--- src/rtl/bid_irq_arbiter.sv ---
module bid_irq_arbiter #(
  parameter int NSRC   = 18,
  parameter int PER_CH = 9,
  parameter int DW     = 8,
  parameter int FILLW  = 8,
  parameter int AW     = 5
) (
  input  logic                     clk,
  input  logic                     rst_n,
  input  logic                     wr_en,
  input  logic [AW-1:0]            wr_addr,
  input  logic [DW-1:0]            wr_data,
  input  logic [NSRC-1:0]          src_act,
  input  logic [NSRC-1:0]          src_mask,
  input  logic [FILLW-1:0]         rx_fill_a,
  input  logic [FILLW-1:0]         rx_fill_b,
  input  logic [FILLW-1:0]         tx_fill_a,
  input  logic [FILLW-1:0]         tx_fill_b,
  input  logic                     iack,
  input  logic                     upd_cmd,
  output logic                     irq_n,
  output logic [DW-1:0]            vector,
  output logic                     ctx_valid,
  output logic                     ctx_chan,
  output logic [2:0]               ctx_type,
  output logic [$clog2(NSRC)-1:0]  ctx_src,
  output logic [FILLW-1:0]         ctx_fill,
  input  logic [DW-1:0]            glb_a,
  input  logic [DW-1:0]            glb_b,
  output logic [DW-1:0]            glb_out
);
  localparam int SRCW  = $clog2(NSRC);
  localparam int A_THR = NSRC;
  localparam int A_VEC = NSRC + 1;
  localparam int A_CTL = NSRC + 2;

  logic [DW-1:0] bid [NSRC];
  logic [DW-1:0] thr, vreg;
  logic [1:0]    ctl;

  always_ff @(posedge clk) begin
    if (!rst_n) begin
      for (int i = 0; i < NSRC; i++) bid[i] <= '0;
      thr  <= '0;
      vreg <= '0;
      ctl  <= '0;
    end else if (wr_en) begin
      for (int i = 0; i < NSRC; i++)
        if (wr_addr == AW'(i)) bid[i] <= wr_data;
      if (wr_addr == AW'(A_THR)) thr  <= wr_data;
      if (wr_addr == AW'(A_VEC)) vreg <= wr_data;
      if (wr_addr == AW'(A_CTL)) ctl  <= wr_data[1:0];
    end
  end

  logic [DW-1:0]    best;
  logic [SRCW-1:0]  win;

  always_comb begin
    best = '0;
    win  = '0;
    for (int i = 0; i < NSRC; i++)
      if (src_act[i] && !src_mask[i] && bid[i] > best) begin
        best = bid[i];
        win  = SRCW'(i);
      end
  end

  logic             win_hit, win_chan;
  logic [SRCW-1:0]  win_loc;
  logic [2:0]       win_type;
  logic [FILLW-1:0] win_fill;

  assign win_hit  = best > thr;
  assign win_chan = win >= SRCW'(PER_CH);
  assign win_loc  = win_chan ? win - SRCW'(PER_CH) : win;
  assign win_type = (win_loc > SRCW'(6)) ? 3'd7 : win_loc[2:0];

  always_comb begin
    case (win_type)
      3'd0:    win_fill = win_chan ? rx_fill_b : rx_fill_a;
      3'd1:    win_fill = win_chan ? tx_fill_b : tx_fill_a;
      default: win_fill = '0;
    endcase
  end

  logic             arb_hit, arb_chan;
  logic [2:0]       arb_type;
  logic [SRCW-1:0]  arb_src;
  logic [FILLW-1:0] arb_fill;

  always_ff @(posedge clk) begin
    if (!rst_n) begin
      arb_hit  <= 1'b0;
      arb_chan <= 1'b0;
      arb_type <= '0;
      arb_src  <= '0;
      arb_fill <= '0;
    end else begin
      arb_hit  <= win_hit;
      arb_chan <= win_hit & win_chan;
      arb_type <= win_hit ? win_type : 3'd0;
      arb_src  <= win_hit ? win : '0;
      arb_fill <= win_hit ? win_fill : '0;
    end
  end

  assign irq_n = ~arb_hit;

  logic iack_q, take;
  assign take = (iack && !iack_q) || upd_cmd;

  always_ff @(posedge clk) begin
    if (!rst_n) begin
      iack_q    <= 1'b0;
      ctx_valid <= 1'b0;
      ctx_chan  <= 1'b0;
      ctx_type  <= '0;
      ctx_src   <= '0;
      ctx_fill  <= '0;
    end else begin
      iack_q <= iack;
      if (take) begin
        ctx_valid <= arb_hit;
        ctx_chan  <= arb_chan;
        ctx_type  <= arb_type;
        ctx_src   <= arb_src;
        ctx_fill  <= arb_fill;
      end
    end
  end

  assign vector  = {vreg[DW-1:4], ctl[1] ? ctx_chan : vreg[3], ctl[0] ? ctx_type : vreg[2:0]};
  assign glb_out = ctx_chan ? glb_b : glb_a;

  a_r6_ctx_hold: assert property (@(posedge clk) disable iff (!rst_n)
    !take |=> $stable({ctx_valid, ctx_chan, ctx_type, ctx_src, ctx_fill}));

  a_r12_no_req_invalid: assert property (@(posedge clk) disable iff (!rst_n)
    (take && irq_n) |=> (!ctx_valid && ctx_src == '0 && ctx_fill == '0));

  a_r5_req_gives_valid: assert property (@(posedge clk) disable iff (!rst_n)
    (take && !irq_n) |=> ctx_valid);

  a_r7_chan_of_src: assert property (@(posedge clk) disable iff (!rst_n)
    ctx_valid |-> (ctx_chan == (ctx_src >= SRCW'(PER_CH))));

  a_r8_fill_only_fifo: assert property (@(posedge clk) disable iff (!rst_n)
    (ctx_type > 3'd1) |-> (ctx_fill == '0));
endmodule

--- config.mk ---
export PLATFORM = sky130hd
export DESIGN_NAME = bid_irq_arbiter
export DESIGN_NICKNAME = d
export VERILOG_FILES = /design/src/rtl/bid_irq_arbiter.sv
export SDC_FILE = /design/constraint.sdc
export NUM_CORES = 1
export LEC_CHECK = 0
export ABC_AREA = 0
export BUFFER_PORTS_ARGS = -buffer_cell sky130_fd_sc_hd__buf_2
export CORE_AREA = 10 10 170 172
export DETAILED_ROUTE_END_ITERATION = 16
export DIE_AREA = 0 0 180 182
export GPL_TIMING_DRIVEN = 1
export PLACE_DENSITY_LB_ADDON = 0.12
export REMOVE_ABC_BUFFERS = 1
export SLEW_MARGIN = 20
export SYNTH_ARGS = -nofsm -noshare
export SYNTH_HDL_FRONTEND = slang
export SYNTH_SLANG_ARGS = --single-unit
--- constraint.sdc ---
create_clock -name clk -period 47.7 [get_ports clk]
set_clock_uncertainty 0.05 [all_clocks]
set_input_delay 2.385 -clock clk [delete_from_list [all_inputs] [get_ports clk]]
set_output_delay 2.385 -clock clk [all_outputs]
set_load 0.02 [all_outputs]
# Word-level counts from Yosys, hierarchy flattened
# Memory sizes are Yosys's and may differ from the RTL's.
# Index checks and enable logic that the tools add are counted.
dict set report word_totals {
  input_bits 102
  out_inout_bits 35
  memories 1
  register_bits 55
  mem_bits_rw 144
  word_cells 275
}
dict set report op_classes {
  addsub 1
  order_cmp 21
  n_reduce_logical 63
  muxes 134
  n_eq_ne 21
  bitwise_logic 20
}
# memory words width read_ports rd_clocked_by_memory_dff wr line
set memory_table {}
lappend memory_table {bid 18 8 18 0 18 37} ;# logic [DW-1:0] bid [NSRC];
# operator n
set op_table {}
lappend op_table {{two-way mux 8 bit} 39}
lappend op_table {{> comparator 8 bit} 18}
lappend op_table {{two-way mux 5 bit} 17}
lappend op_table {{two-way mux 1 bit} 75}
lappend op_table {{== test 5 x 4 -> 1 bit (second input constant)} 8}
lappend op_table {{logical AND 1 bit} 37}
lappend op_table {{== test 5 bit (second input constant)} 5}
lappend op_table {{== test 5 x 3 -> 1 bit (second input constant)} 4}
lappend op_table {{logical NOT 1 bit} 19}
lappend op_table {{OR 1 bit} 18}
lappend op_table {{case mux 8 bit (2 select lines)} 1}
lappend op_table {{== test 5 x 2 -> 1 bit (second input constant)} 2}
lappend op_table {{> comparator 8 x 1 -> 1 bit (second input constant)} 1}
lappend op_table {{AND reduction 2 bit} 4}
lappend op_table {{two-way mux 3 bit} 2}
lappend op_table {{== test 5 x 1 -> 1 bit (second input constant)} 1}
lappend op_table {{greater-or-equal comparator 5 x 4 -> 1 bit (second input constant)} 1}
lappend op_table {{> comparator 5 x 3 -> 1 bit (second input constant)} 1}
lappend op_table {{logical NOT 5 bit} 1}
lappend op_table {{subtractor 5 x 4 -> 5 bit (second input constant)} 1}
lappend op_table {{== test 3 x 1 -> 1 bit (second input constant)} 1}
lappend op_table {{logical NOT 3 bit} 1}
lappend op_table {{AND 1 bit} 1}
lappend op_table {{logical OR 1 bit} 1}
lappend op_table {{inverter 1 bit} 1}

# Logic depth before layout (Yosys ltp)
# Gate-level depths: netlist (run 1).
dict set report depth {
  ltp_word 61
  ltp_mapped 208
  mapped_depth_nobuf 195
}

# Least setup slack after synthesis (run 1)
# No wires, ideal clock.
dict set report synth_timing {
  path_kind {input to register}
  start {input port src_act[0]}
  end {register arb_fill[0]}
  path_slack_ns 10.411
  arrival_ns 37.110
  setup_ns 0.129
  cell_stages 199
  required_time_ns 47.521
  path_cell_list {nor2b_1 -> clkbuf_2 -> nand2_1 -> ha_1 -> nand4_1 -> nor3_1 -> a311oi_2 -> nand2_1 -> inv_1 -> clkbuf_1 -> nand2_1 -> o21ai_0 -> inv_1 -> ha_1 -> and4_1 -> o311a_1 -> and4_1 -> a31oi_1 -> [163 not listed] -> nand2b_1 -> a21oi_1 -> o21ai_0 -> nand4b_1 -> clkinv_1 -> clkbuf_1 -> a22o_1 -> ha_1 -> a21o_1 -> a21o_1 -> a21oi_1 -> o21ai_0 -> o211ai_1 -> inv_1 -> nand2_1 -> nor3_1 -> nand2_1 -> o22ai_1}
}
dict set report synth_between {
  elab_chain_len 60
  word_cells_on_any_way 83
}
# element line
set synth_lines {}
lappend synth_lines {{from (decl)} 13} ;# input logic [NSRC-1:0] src_act,
lappend synth_lines {{logical AND 1 bit * (2 in series)} 63} ;# if (src_act[i] && !src_mask[i] && bid[i] > best) begin
lappend synth_lines {{two-way mux 8 bit *} 63}
lappend synth_lines {{> comparator 8 bit} 63}
lappend synth_lines {{logical AND 1 bit} 63}
lappend synth_lines {{two-way mux 8 bit} 63}
lappend synth_lines {{> comparator 8 bit} 63}
lappend synth_lines {{logical AND 1 bit} 63}
lappend synth_lines {{two-way mux 8 bit} 63}
lappend synth_lines {{[43 not listed]} -}
lappend synth_lines {{logical AND 1 bit} 63}
lappend synth_lines {{two-way mux 5 bit} 63}
lappend synth_lines {{subtractor 5 x 4 -> 5 bit / greater-or-equal comparator 5 x 4 -> 1 bit (equally long branches)} {76, 75}}
lappend synth_lines {{two-way mux 5 bit} 76} ;# assign win_loc = win_chan ? win - SRCW'(PER_CH) : win;
lappend synth_lines {{> comparator 5 x 3 -> 1 bit} 77} ;# assign win_type = (win_loc > SRCW'(6)) ? 3'd7 : win_loc[2:0];
lappend synth_lines {{two-way mux 3 bit} 77}
lappend synth_lines {{== test 3 x 1 -> 1 bit / logical NOT 3 bit (equally long branches)} 80} ;# case (win_type)
lappend synth_lines {{case mux 8 bit (2 select lines)} 80}
lappend synth_lines {{to (signal assigned)} 104} ;# arb_fill <= win_hit ? win_fill : '0;
lappend synth_lines {{to (decl)} 90} ;# logic [FILLW-1:0] arb_fill;
# Mark *: on every way between the ends. The rest lies on a longest branch, timed or not.
# A chain may end at the register's enable or synchronous reset.

# Final worst setup path (run 1)
dict set report layout_timing {
  start {input port src_mask[0]}
  end {register arb_fill[3]}
}
dict set report layout_between {
  elab_chain_len 61
  word_cells_on_any_way 84
}
# element line
set layout_lines {}
lappend layout_lines {{from (decl)} 14} ;# input logic [NSRC-1:0] src_mask,
lappend layout_lines {{logical NOT 1 bit *} 63}
lappend layout_lines {{logical AND 1 bit * (2 in series)} 63}
lappend layout_lines {{two-way mux 8 bit *} 63}
lappend layout_lines {{> comparator 8 bit} 63}
lappend layout_lines {{logical AND 1 bit} 63}
lappend layout_lines {{two-way mux 8 bit} 63}
lappend layout_lines {{> comparator 8 bit} 63}
lappend layout_lines {{logical AND 1 bit} 63}
lappend layout_lines {{[44 not listed]} -}
lappend layout_lines {{logical AND 1 bit} 63}
lappend layout_lines {{two-way mux 5 bit} 63}
lappend layout_lines {{subtractor 5 x 4 -> 5 bit / greater-or-equal comparator 5 x 4 -> 1 bit (equally long branches)} {76, 75}}
lappend layout_lines {{two-way mux 5 bit} 76}
lappend layout_lines {{> comparator 5 x 3 -> 1 bit} 77}
lappend layout_lines {{two-way mux 3 bit} 77}
lappend layout_lines {{== test 3 x 1 -> 1 bit / logical NOT 3 bit (equally long branches)} 80}
lappend layout_lines {{case mux 8 bit (2 select lines)} 80}
# Marked as above.

==> results of run 1 <==
## worst paths after layout
| path | startpoint | end | slack (ns) | depth (start not counted) |
|---|---|---|---|---|
| setup / recovery | src_mask[0] | arb_fill[3] | 6.26 | 185 |
| hold / removal | arb_fill[3] | ctx_fill[3] | 0.40 | 2 |
| setup reg to reg | bid[0][7] | arb_fill[3] | 8.41 | 183 |
| hold reg to reg | arb_fill[3] | ctx_fill[3] | 0.40 | 2 |
## layer usage
layer,up-vias,routed length (um)
li1,5776,-
met1,5526,16800
met2,339,17000
met3,32,2150
met4,0,401
met5,-,0
## worst reg2reg max path, delay by kind of cell (launching register included)
kind / cells / cell delay, ns
compound gates: 94 / 19.58
buf+inv: 12 / 1.65
fa+ha+maj: 18 / 5.39
simple gates: 52 / 9.52
mux: 7 / 2.62
flops: 1 / 0.33
## sequential cells by signal (all words and copies together), names as in the netlist
signal / cells
ctx_type: 3
thr: 8
ctx_src: 5
arb_src: 5
arb_hit: 1
vreg: 8
iack_q: 1
arb_type: 3
arb_fill: 8
ctx_valid: 1
arb_chan: 1
ctx_chan: 1
ctx_fill: 8
bid: 144
ctl: 2
## logic make-up (layout without fill, tap and decap cells)
kind of cell             after synthesis  count (layout)
AO/OA/AOI/OAI                        350             350
AND/OR/NAND/NOR                      585             585
multiplexers                         104             104
buffers and inverters                179             298
XOR/XNOR                               3               3
adder cells (fa/ha/maj)              132             132
flip-flops                           199             199
other                                  0               1
## per-stage QoR
| step | utilization (%) | hold WS [ns] | cell area [sq um] |
|---|---|---|---|
| after floorplan | - | 0.379 | 14300 |
| after global placement | 60.1 | 0.386 | 15400 |
| after detailed placement | 60.2 | 0.392 | 15400 |
| after CTS | 62.5 | 0.405 | 16000 |
| after global routing | 62.5 | 0.428 | 16000 |
| final | 62.5 | 0.398 | 16000 |
## cells in the mapped netlist (23+ instances only)
cell type	number
nand3_1	23
nand2b_1	28
mux2_2	24
dfxtp_1	55
inv_1	124
mux2i_1	72
clkbuf_1	44
a21o_1	52
nor2b_1	42
a21oi_1	49
nor2_1	112
ha_1	132
nand2_1	122
and2_1	158
o21ai_0	72
edfxtp_1	144
## placed cells by master (no fill, tap or decap), types with 9 or more instances in the layout
master and n:
o211ai_1 9, o21ai_0 61, nand2b_1 28, clkbuf_16 17
and2_1 158, and3_1 18, a31oi_1 15, mux2_2 24
nand3b_1 13, edfxtp_1 144, o21ai_1 14, nor2_1 112
or3_1 15, nand4_1 12, nand2_1 122, o22ai_1 10
buf_2 136, nand3_1 23, ha_1 132, o21a_1 21
inv_1 124, a21o_1 52, a21oi_1 49, o31ai_1 16
nor3_1 15, mux2i_1 72, a21boi_0 20, nor2b_1 42
dfxtp_1 55
## power by group through the flow
stage,Sequential [mW],Combinational [mW],Clock [mW]
floorplan,0.209,0.380,0
global placement,0.210,0.488,0
detailed placement,0.210,0.499,0
CTS,0.206,0.502,0.146
global route,0.207,0.566,0.152
finish,0.206,0.505,0.145
## area by class of cell
class | count | area share [%]
repair buffers | 141 | 4.49
multi-input cells | 1174 | 52.4
flip-flops and latches | 199 | 33.9
diodes | 1 | 0.0156
inverters | 125 | 2.93
clock buffers | 18 | 2.74
clock inverters | 14 | 0.922
well taps | 335 | 2.62
==> results by group, run 1 <==
Status
  – Run status: finished clean

STA
  – Worst-case headroom to the max-slew limit: 24.0%
  – Clock period minus worst slack: 41.44 ns
  – Unrepaired setup endpoints after global routing: false
  – Number of slew-limit violations in the final report: 0
  – Final setup margin: 6.26 ns
  – Final Setup Violations: 0
  – Fraction of the cycle the final worst path needs: 86.9%
  – Max Freq: 24.1 MHz
  – Actual transition at the worst max-transition pin: 1.13 ns
  – Summed negative setup slack over all endpoints: 0 ns
  – Hold Vio Cnt, Final: 0

Power and ir drop
  – PnR Total Power: 0.856 mW
  – Leakage power of the design: 7.03 nW
  – Net switching power of the design: 0.370 mW
  – Switching share of power: 43.2%
  – Comb pwr share: 59.0%
  – Internal power: 0.486 mW
  – Peak ir drop on the vdd network: 0.0456 mV
  – Total power per unit cell area: 53.5 mW/mm^2
  – Portion of total power attributed to the clock network: 16.9%
  – Register share of total power: 24.1%

Logic synthesis
  – Async set-reset flop share out of synthesis: 0%
  – Post-synthesis mux area share: 7.66%
  – Yosys cell types: 83
  – Cell type with the highest aggregate area in the netlist: edfxtp_1
  – Main area contributors after synthesis: edfxtp_1 (30%), ha_1 (11%), dfxtp_1 (7.6%)
  – EDFF count, synth: 144
  – Average cell area after synthesis: 9.34 sq um
  – Most used flip-flop cell after synthesis: edfxtp_1
  – Number of register bits inferred by synthesis: 199
  – Post-synthesis simple-gate area fraction: 21.3%
  – XOR/XNOR Fraction of Synth Area: 0.181%
  – Combinational family with the most area after synthesis: simple AND/OR/NAND/NOR gates
  – Syn Inst Count: 1552
  – Warnings from Yosys: 0
  – Area share of the largest cell type after synthesis: 29.8%
  – Sequential element share of the synthesized area: 37.4%
  – Adder-Cell Fraction of Synth Area: 11.4%
  – Area fraction in compound gates after synthesis: 17.2%
  – Post-synthesis cell area: 0.0145 sq mm

Setup path
  – Most Frequent Cell on Critical Path: a21o_1
  – Kind of critical path: input port to flop
  – CP arrival: 41.71 ns
  – Type of element capturing the critical path: flop
  – Slowest stage cell, crit path: nor2_1
  – Worst setup SP type: input port
  – Max incr delay on CP: 0.77 ns
  – Worst-path fanout max: 23
  – Dominant delay contributor by cell family on the critical path: compound AO/OA/AOI/OAI gates
  – Count of buffering cells on the critical path with inverters included: 13
  – Required time at the endpoint of the critical path: 47.97 ns

Placed design
  – Inst Count DP: 1974
  – Post-place setup slack: 6.25 ns
  – Post-detail-place hpwl: 28200 um
  – IO buf count: 136
  – Global placer's final weighted congestion: 0.948

Global route
  – GRT Max-Usage Layer: met2
  – Met3 Use GR: 4.02%
  – Global-route wire length before repair: 58900 um
  – Antenna violations before repair: 1
  – Overflow after GRT: 0
  – GRT met1 Usage: 28.5%
  – Grt met2 use: 36.6%
  – Global-route total usage across every layer: 21.7%
  – Via count of the first global-routing pass: 11700
  – Pin count of the biggest net entering global routing: 62

Floorplanning
  – Die H: 182 um
  – Initial Utilization: 56.6%
  – Die Span X: 180 um
  – Core ar.: 0.0256 sq mm
  – Number of rows created at floorplan: 59
  – Number of primary I/O pins: 137
  – Die area: 0.0328 sq mm

Job
  – Max capacitance violation total: 0

Clocking
  – Post-cts hold buffer count: 0
  – Number of gates resized after CTS: 0
  – Clock-pin slew on the worst setup and hold paths: 0.08 ns
  – Htree depth: 4
  – CTS tree: done
  – Number of clock sinks: 199
  – Number of buffers inserted during clock tree synthesis: 17
  – Number of buffers added for setup after CTS: 0
  – Later-pin clock latency in the skew report: 0.45 ns
  – Number of buffers between clock root and the deepest sink: 2
  – Root buffer selected by CTS: clkbuf_16

Drt
  – Number of optimization iterations in the first detailed-route pass: 5
  – Detailed-route wire length per cell: 18.1 um
  – Iter 0 DRT Violations: 775
  – Vias: 11700
  – Post-route antenna net violation count: 0
  – Remaining routing DRC violations: 0
  – Routed wire length: 36400 um
  – Vias per std cell: 5.82

Final layout
  – Fraction of final layout cells with drive strength greater than 1: 14.7%
  – Multi-input gate area: 0.00839 sq mm
  – # fillers: 2143
  – Nets@finish: 1892
  – Area growth, synth to finish: 10.5%
  – Number of standard cells in the layout, taps in and fillers out: 2007
  – Sequential cell area: 0.00543 sq mm

Worst hold path
  – Kind of path behind the tightest hold check: flop to flop
(Power assumes the default switching activity.)
==> run 2: changes to the inputs <==
--- a/config.mk
+++ b/config.mk
@@ -11,7 +11,7 @@
 export DETAILED_ROUTE_END_ITERATION = 16
 export DIE_AREA = 0 0 180 182
 export GPL_TIMING_DRIVEN = 1
-export PLACE_DENSITY_LB_ADDON = 0.12
+export PLACE_DENSITY = 0.77
 export REMOVE_ABC_BUFFERS = 1
 export SLEW_MARGIN = 20
 export SYNTH_ARGS = -nofsm -noshare
==> results by group, run 2 (synthesis results as in run 1) <==
Status
  – Run status: finished clean

Final layout
  – Largest Register: bid
  – Leading cell types in the layout, fill and taps excluded: and2_1 (158), edfxtp_1 (144), buf_2 (136), ha_1 (132), inv_1 (125)
  – Nets@finish: 1891
  – Flip-flop count of the largest register after layout: 144
  – Fraction of final layout cells with drive strength greater than 1: 14.4%
  – Fin util: 62.3%
  – Area growth, synth to finish: 10.1%
  – Antenna cells: 0
  – Most common cell after layout, fill and taps aside: and2_1

STA
  – Hold Vio Cnt, Final: 0
  – Actual transition at the worst max-transition pin: 1.12 ns
  – Clock period minus worst slack: 41.70 ns
  – Number of slew-limit violations in the final report: 0
  – Max Freq: 24.0 MHz
  – Final Setup Violations: 0
  – Worst-case headroom to the max-slew limit: 24.7%
  – Fraction of the cycle the final worst path needs: 87.4%
  – Unrepaired setup endpoints after global routing: false
  – Summed negative setup slack over all endpoints: 0 ns

Drt
  – Vias per std cell: 5.88
  – Iter 0 DRT Violations: 900
  – Vias: 11800
  – Wire length on met3: 2510 um
  – Post-route antenna net violation count: 0
  – Met1 WL: 16500 um
  – DR WL met2: 16800 um
  – Detailed-route wire length per cell: 18.2 um
  – Number of optimization iterations in the first detailed-route pass: 6
  – Remaining routing DRC violations: 0
  – Top routing layer in use: met4
  – Routed wire length: 36500 um

Power and ir drop
  – PnR Total Power: 0.848 mW
  – Peak ir drop on the vdd network: 0.0557 mV
  – Leakage power of the design: 7.01 nW
  – Total power per unit cell area: 53.1 mW/mm^2

Clocking
  – Number of buffers inserted during clock tree synthesis: 17
  – Post-cts hold buffer count: 0
  – Root buffer selected by CTS: clkbuf_16
  – Number of gates resized after CTS: 0
  – CTS tree: done
  – Later-pin clock latency in the skew report: 0.44 ns
  – Htree depth: 4
  – Number of buffers added for setup after CTS: 0
  – Clock-pin slew on the worst setup and hold paths: 0.08 ns
  – Number of clock sinks: 199
  – Number of buffers between clock root and the deepest sink: 2

Floorplanning
  – Core ar.: 0.0256 sq mm
  – Number of primary I/O pins: 137
  – Number of rows created at floorplan: 59
  – Die area: 0.0328 sq mm
  – Die H: 182 um
  – Initial Utilization: 56.6%
  – Die Span X: 180 um

Job
  – Max capacitance violation total: 0

Global route
  – Pin count of the biggest net entering global routing: 62
  – Antenna violations before repair: 0
  – Global-route wire length before repair: 59200 um
  – Via count of the first global-routing pass: 11700
  – Overflow after GRT: 0
  – Global-route total usage across every layer: 21.6%

Setup path
  – Kind of critical path: input port to flop
  – Required time at the endpoint of the critical path: 47.97 ns
  – Worst-path fanout max: 23
  – CP arrival: 41.97 ns
  – Type of element capturing the critical path: flop
  – Setup slack of the most critical reg-to-reg path: 8.12 ns
  – Max incr delay on CP: 0.72 ns
  – Worst setup SP type: input port
  – Slowest stage cell, crit path: nor2_1
  – Most Frequent Cell on Critical Path: a21o_1

Placed design
  – Post-detail-place hpwl: 27900 um
  – Global placer's final weighted congestion: 0.990
  – IO buf count: 136

Worst hold path
  – Kind of path behind the tightest hold check: flop to flop
run 2: metrics by stage:
stage	setup slack [ns]	cells	hold slack, ns	area [sq um]
3_5_place_dp	6.11	1973	0.398	15400
2_1_floorplan	10.30	1498	0.379	14300
3_3_place_gp	7.80	1973	0.383	15400
5_1_grt	2.07	2005	0.410	16000
4_1_cts	6.46	2005	0.399	16000
6_report	6.00	2005	0.392	16000
run 2: final cells by class:
cell class              count  area [sq um]
clock buffers              19           443
flip-flops and latches    199          5430
well taps                 335           419
repair buffers            140           711
inverters                 125           469
multi-input cells        1174          8370
clock inverters            13           110
fillers                  2103          9660
run 2: final timing paths:
| check | start | end | depth (start not counted) |
|---|---|---|---|
| min | arb_src[3] | ctx_src[3] | 2 |
| max | src_mask[0] | arb_fill[3] | 186 |
| max reg2reg | bid[0][7] | arb_fill[3] | 184 |
| min reg2reg | arb_src[3] | ctx_src[3] | 2 |
run 2: power breakdown:
part,switching (mW),leakage [nW],internal [mW],total [mW]
clock network,0.0684,0.279,0.0699,0.138
logic,0.288,4.91,0.215,0.503
registers,0.00767,1.82,0.198,0.206
run 2: layer usage:
metal | vias up | GRT usage (%)
met1 | 5543 | 28.7
li1 | 5768 | -
met3 | 49 | 3.74
met2 | 434 | 35.6
met5 | - | 0
met4 | 0 | 5.86
run 2: critical path, delay by kind of cell:
family                   cells  cell delay (ns)
AND/OR/NAND/NOR             54             9.82
buffers and inverters       12             1.75
multiplexers                 7             2.70
adder cells (fa/ha/maj)     18             5.33
AO/OA/AOI/OAI               95            19.84
==> run 3: changes to the inputs <==
--- a/config.mk
+++ b/config.mk
@@ -5,13 +5,13 @@
 export SDC_FILE = /design/constraint.sdc
 export NUM_CORES = 1
 export LEC_CHECK = 0
-export ABC_AREA = 0
+export ABC_AREA = 1
 export BUFFER_PORTS_ARGS = -buffer_cell sky130_fd_sc_hd__buf_2
-export CORE_AREA = 10 10 170 172
+export CORE_AREA = 10 10 162 164
 export DETAILED_ROUTE_END_ITERATION = 16
-export DIE_AREA = 0 0 180 182
+export DIE_AREA = 0 0 172 174
 export GPL_TIMING_DRIVEN = 1
-export PLACE_DENSITY = 0.77
+export PLACE_DENSITY = 0.78
 export REMOVE_ABC_BUFFERS = 1
 export SLEW_MARGIN = 20
 export SYNTH_ARGS = -nofsm -noshare
==> results by group, run 3 <==
Status
  – Run status: finished clean

Global route
  – GRT met1 Usage: 29.5%
  – Met3 Use GR: 3.58%
  – Pin count of the biggest net entering global routing: 68
  – Via count of the first global-routing pass: 11200
  – Antenna violations before repair: 1
  – Global-route wire length before repair: 54900 um
  – Grt met2 use: 37.3%
  – Global-route total usage across every layer: 22.4%
  – Overflow after GRT: 0
  – GRT Max-Usage Layer: met2

Clocking
  – Root buffer selected by CTS: clkbuf_16
  – Number of buffers inserted during clock tree synthesis: 17
  – Htree depth: 4
  – Number of clock sinks: 199
  – Number of gates resized after CTS: 0
  – Number of buffers between clock root and the deepest sink: 2
  – Later-pin clock latency in the skew report: 0.45 ns
  – Clock-pin slew on the worst setup and hold paths: 0.08 ns
  – CTS tree: done
  – Number of buffers added for setup after CTS: 0
  – Post-cts hold buffer count: 0

Drt
  – Post-route antenna net violation count: 0
  – Routed wire length: 33800 um
  – Vias: 11700
  – Detailed-route wire length per cell: 16.2 um
  – Number of optimization iterations in the first detailed-route pass: 8
  – Remaining routing DRC violations: 0
  – Iter 0 DRT Violations: 1044
  – Vias per std cell: 5.60

Logic synthesis
  – Main area contributors after synthesis: edfxtp_1 (33%), ha_1 (13%), nand2_1 (11%)
  – Yosys cell types: 39
  – Most used flip-flop cell after synthesis: edfxtp_1
  – Most numerous cell in the Yosys netlist: nand2_1
  – Async set-reset flop share out of synthesis: 0%
  – Syn Inst Count: 1678
  – EDFF count, synth: 144
  – Cell type with the highest aggregate area in the netlist: edfxtp_1
  – Warnings from Yosys: 0
  – List of most frequent post-synthesis cells: nand2_1 (371), nor2_1 (257), o21ai_0 (155), inv_1 (150), edfxtp_1 (144)
  – Average cell area after synthesis: 7.86 sq um
  – Sequential element share of the synthesized area: 41.2%
  – Area share of the largest cell type after synthesis: 32.8%
  – Post-synthesis cell area: 0.0132 sq mm
  – Number of register bits inferred by synthesis: 199

Floorplanning
  – Core ar.: 0.0231 sq mm
  – Die Span X: 172 um
  – Initial Utilization: 57.0%
  – Number of rows created at floorplan: 56
  – Die area: 0.0299 sq mm
  – Number of primary I/O pins: 137
  – Die H: 174 um

Power and ir drop
  – Register share of total power: 24.0%
  – Comb pwr share: 57.3%
  – Net switching power of the design: 0.408 mW
  – PnR Total Power: 0.859 mW
  – Internal power: 0.452 mW
  – Portion of total power attributed to the clock network: 18.7%
  – Peak ir drop on the vdd network: 0.0902 mV
  – Total power per unit cell area: 58.5 mW/mm^2
  – Leakage power of the design: 7.02 nW
  – Switching share of power: 47.4%

Setup path
  – Cell depth of the worst setup path: 148
  – Max incr delay on CP: 0.58 ns
  – Count of buffering cells on the critical path with inverters included: 6
  – Start of the worst register-to-register path: bid[0][7]
  – Slowest stage cell, crit path: inv_1
  – Required time at the endpoint of the critical path: 48.01 ns
  – Start point of the critical path: src_mask[0]
  – Most Frequent Cell on Critical Path: nor2_1
  – Type of element capturing the critical path: flop
  – Worst-path fanout max: 24
  – Worst R2R End: arb_fill[7]
  – Critical Path Sink: arb_fill[7]
  – Kind of critical path: input port to flop
  – Depth of the worst register-to-register path: 148
  – CP arrival: 27.43 ns
  – Worst setup SP type: input port
  – Setup slack of the most critical reg-to-reg path: 22.17 ns
  – Dominant delay contributor by cell family on the critical path: simple AND/OR/NAND/NOR gates

STA
  – Clock period minus worst slack: 27.12 ns
  – Worst-case headroom to the max-slew limit: 30.9%
  – Fraction of the cycle the final worst path needs: 56.8%
  – Unrepaired setup endpoints after global routing: false
  – Hold Vio Cnt, Final: 0
  – Summed negative setup slack over all endpoints: 0 ns
  – Final Setup Violations: 0
  – Actual transition at the worst max-transition pin: 1.03 ns
  – Max Freq: 36.9 MHz
  – Number of slew-limit violations in the final report: 0

Final layout
  – Finished layout cell area: 0.0147 sq mm
  – Fraction of final layout cells with drive strength greater than 1: 13.2%
  – # fillers: 1988
  – Leading cell types in the layout, fill and taps excluded: nand2_1 (371), nor2_1 (257), o21ai_0 (155), inv_1 (150), edfxtp_1 (144)
  – Flip-flop count of the largest register after layout: 144
  – Largest Register: bid
  – Nets@finish: 2019
  – Most common cell after layout, fill and taps aside: nand2_1
  – Area growth, synth to finish: 11.5%

Placed design
  – Post-detail-place hpwl: 25500 um
  – Post-detailed-placement cell area: 0.0140 sq mm
  – IO buf count: 136
  – Global placer's final weighted congestion: 0.918

Worst hold path
  – Kind of path behind the tightest hold check: flop to flop

Job
  – Max capacitance violation total: 0
## run 3: cell count changes in the layout (fill, tap and decap cells not counted), moves of 26 or more
cell	change
nand2_1	+249
and2_1	-158
nor2_1	+145
nand3_1	+117
o21ai_0	+95
mux2i_1	-72
a21o_1	-51
nor2b_1	-42
nand2_2	+29
nand2b_1	-28
nand4_1	+26
## run 3: power by group through the flow
stage          Combinational, mW  Clock (mW)  Sequential [mW]
3_5_place_dp               0.479           0            0.210
6_report                   0.492       0.161            0.206
2_1_floorplan              0.368           0            0.209
4_1_cts                    0.486       0.161            0.206
3_3_place_gp               0.462           0            0.210
5_1_grt                    0.562       0.167            0.207
## run 3: area by class of cell
cell class,count,area (sq um),area share (%)
Antenna cell,1,2.50,0.0170
Clock buffer,17,425,2.89
Clock inverter,15,238,1.62
Inverter,160,601,4.09
Multi-Input combinational cell,1268,6940,47.2
Sequential cell,199,5430,36.9
Tap cell,290,363,2.47
Timing Repair Buffer,139,703,4.78
## run 3: routing by layer
layer / vias to the layer above / wire length [um]
li1: 5907 / -
met1: 5288 / 14900
met2: 441 / 16200
met3: 55 / 2280
met4: 0 / 505
met5: - / 0
## run 3: worst min-delay path by stage
stage          startpoint        end  slack [ns]  cells after the start
3_5_place_dp      arb_hit  ctx_valid        0.41                      2
6_report           thr[0]     thr[0]        0.42                      2
3_3_place_gp      arb_hit  ctx_valid        0.40                      2
2_1_floorplan      thr[0]     thr[0]        0.39                      2
4_1_cts           arb_hit  ctx_valid        0.42                      2
5_1_grt            thr[0]     thr[0]        0.46                      2
## run 3: logic make-up (layout without fill, tap and decap cells)
logic type | after synthesis | count (layout) | share of synthesized area (%)
AO/OA/AOI/OAI | 259 | 259 | 10.8
XOR/XNOR | 1 | 1 | 0.0665
adder cells (fa/ha/maj) | 132 | 132 | 12.5
buffers and inverters | 211 | 331 | 6.34
flip-flops | 199 | 199 | 41.2
multiplexers | 8 | 8 | 0.683
other | 0 | 1 | 0
AND/OR/NAND/NOR | 868 | 868 | 28.4
## run 3: stage by stage
step,util [%],cells,setup slack [ns],hold slack [ns]
2_1_floorplan,-,1627,24.91,0.388
3_3_place_gp,60.6,2056,21.49,0.402
3_5_place_dp,60.6,2056,20.70,0.405
4_1_cts,63.5,2088,20.92,0.421
5_1_grt,63.6,2088,17.82,0.458
6_report,63.6,2089,20.58,0.424
## run 3: worst min-delay path: stages, from the launching register on
cell	delay (ns)
dfxtp_1	0.32
inv_1	0.05
a211oi_1	0.06
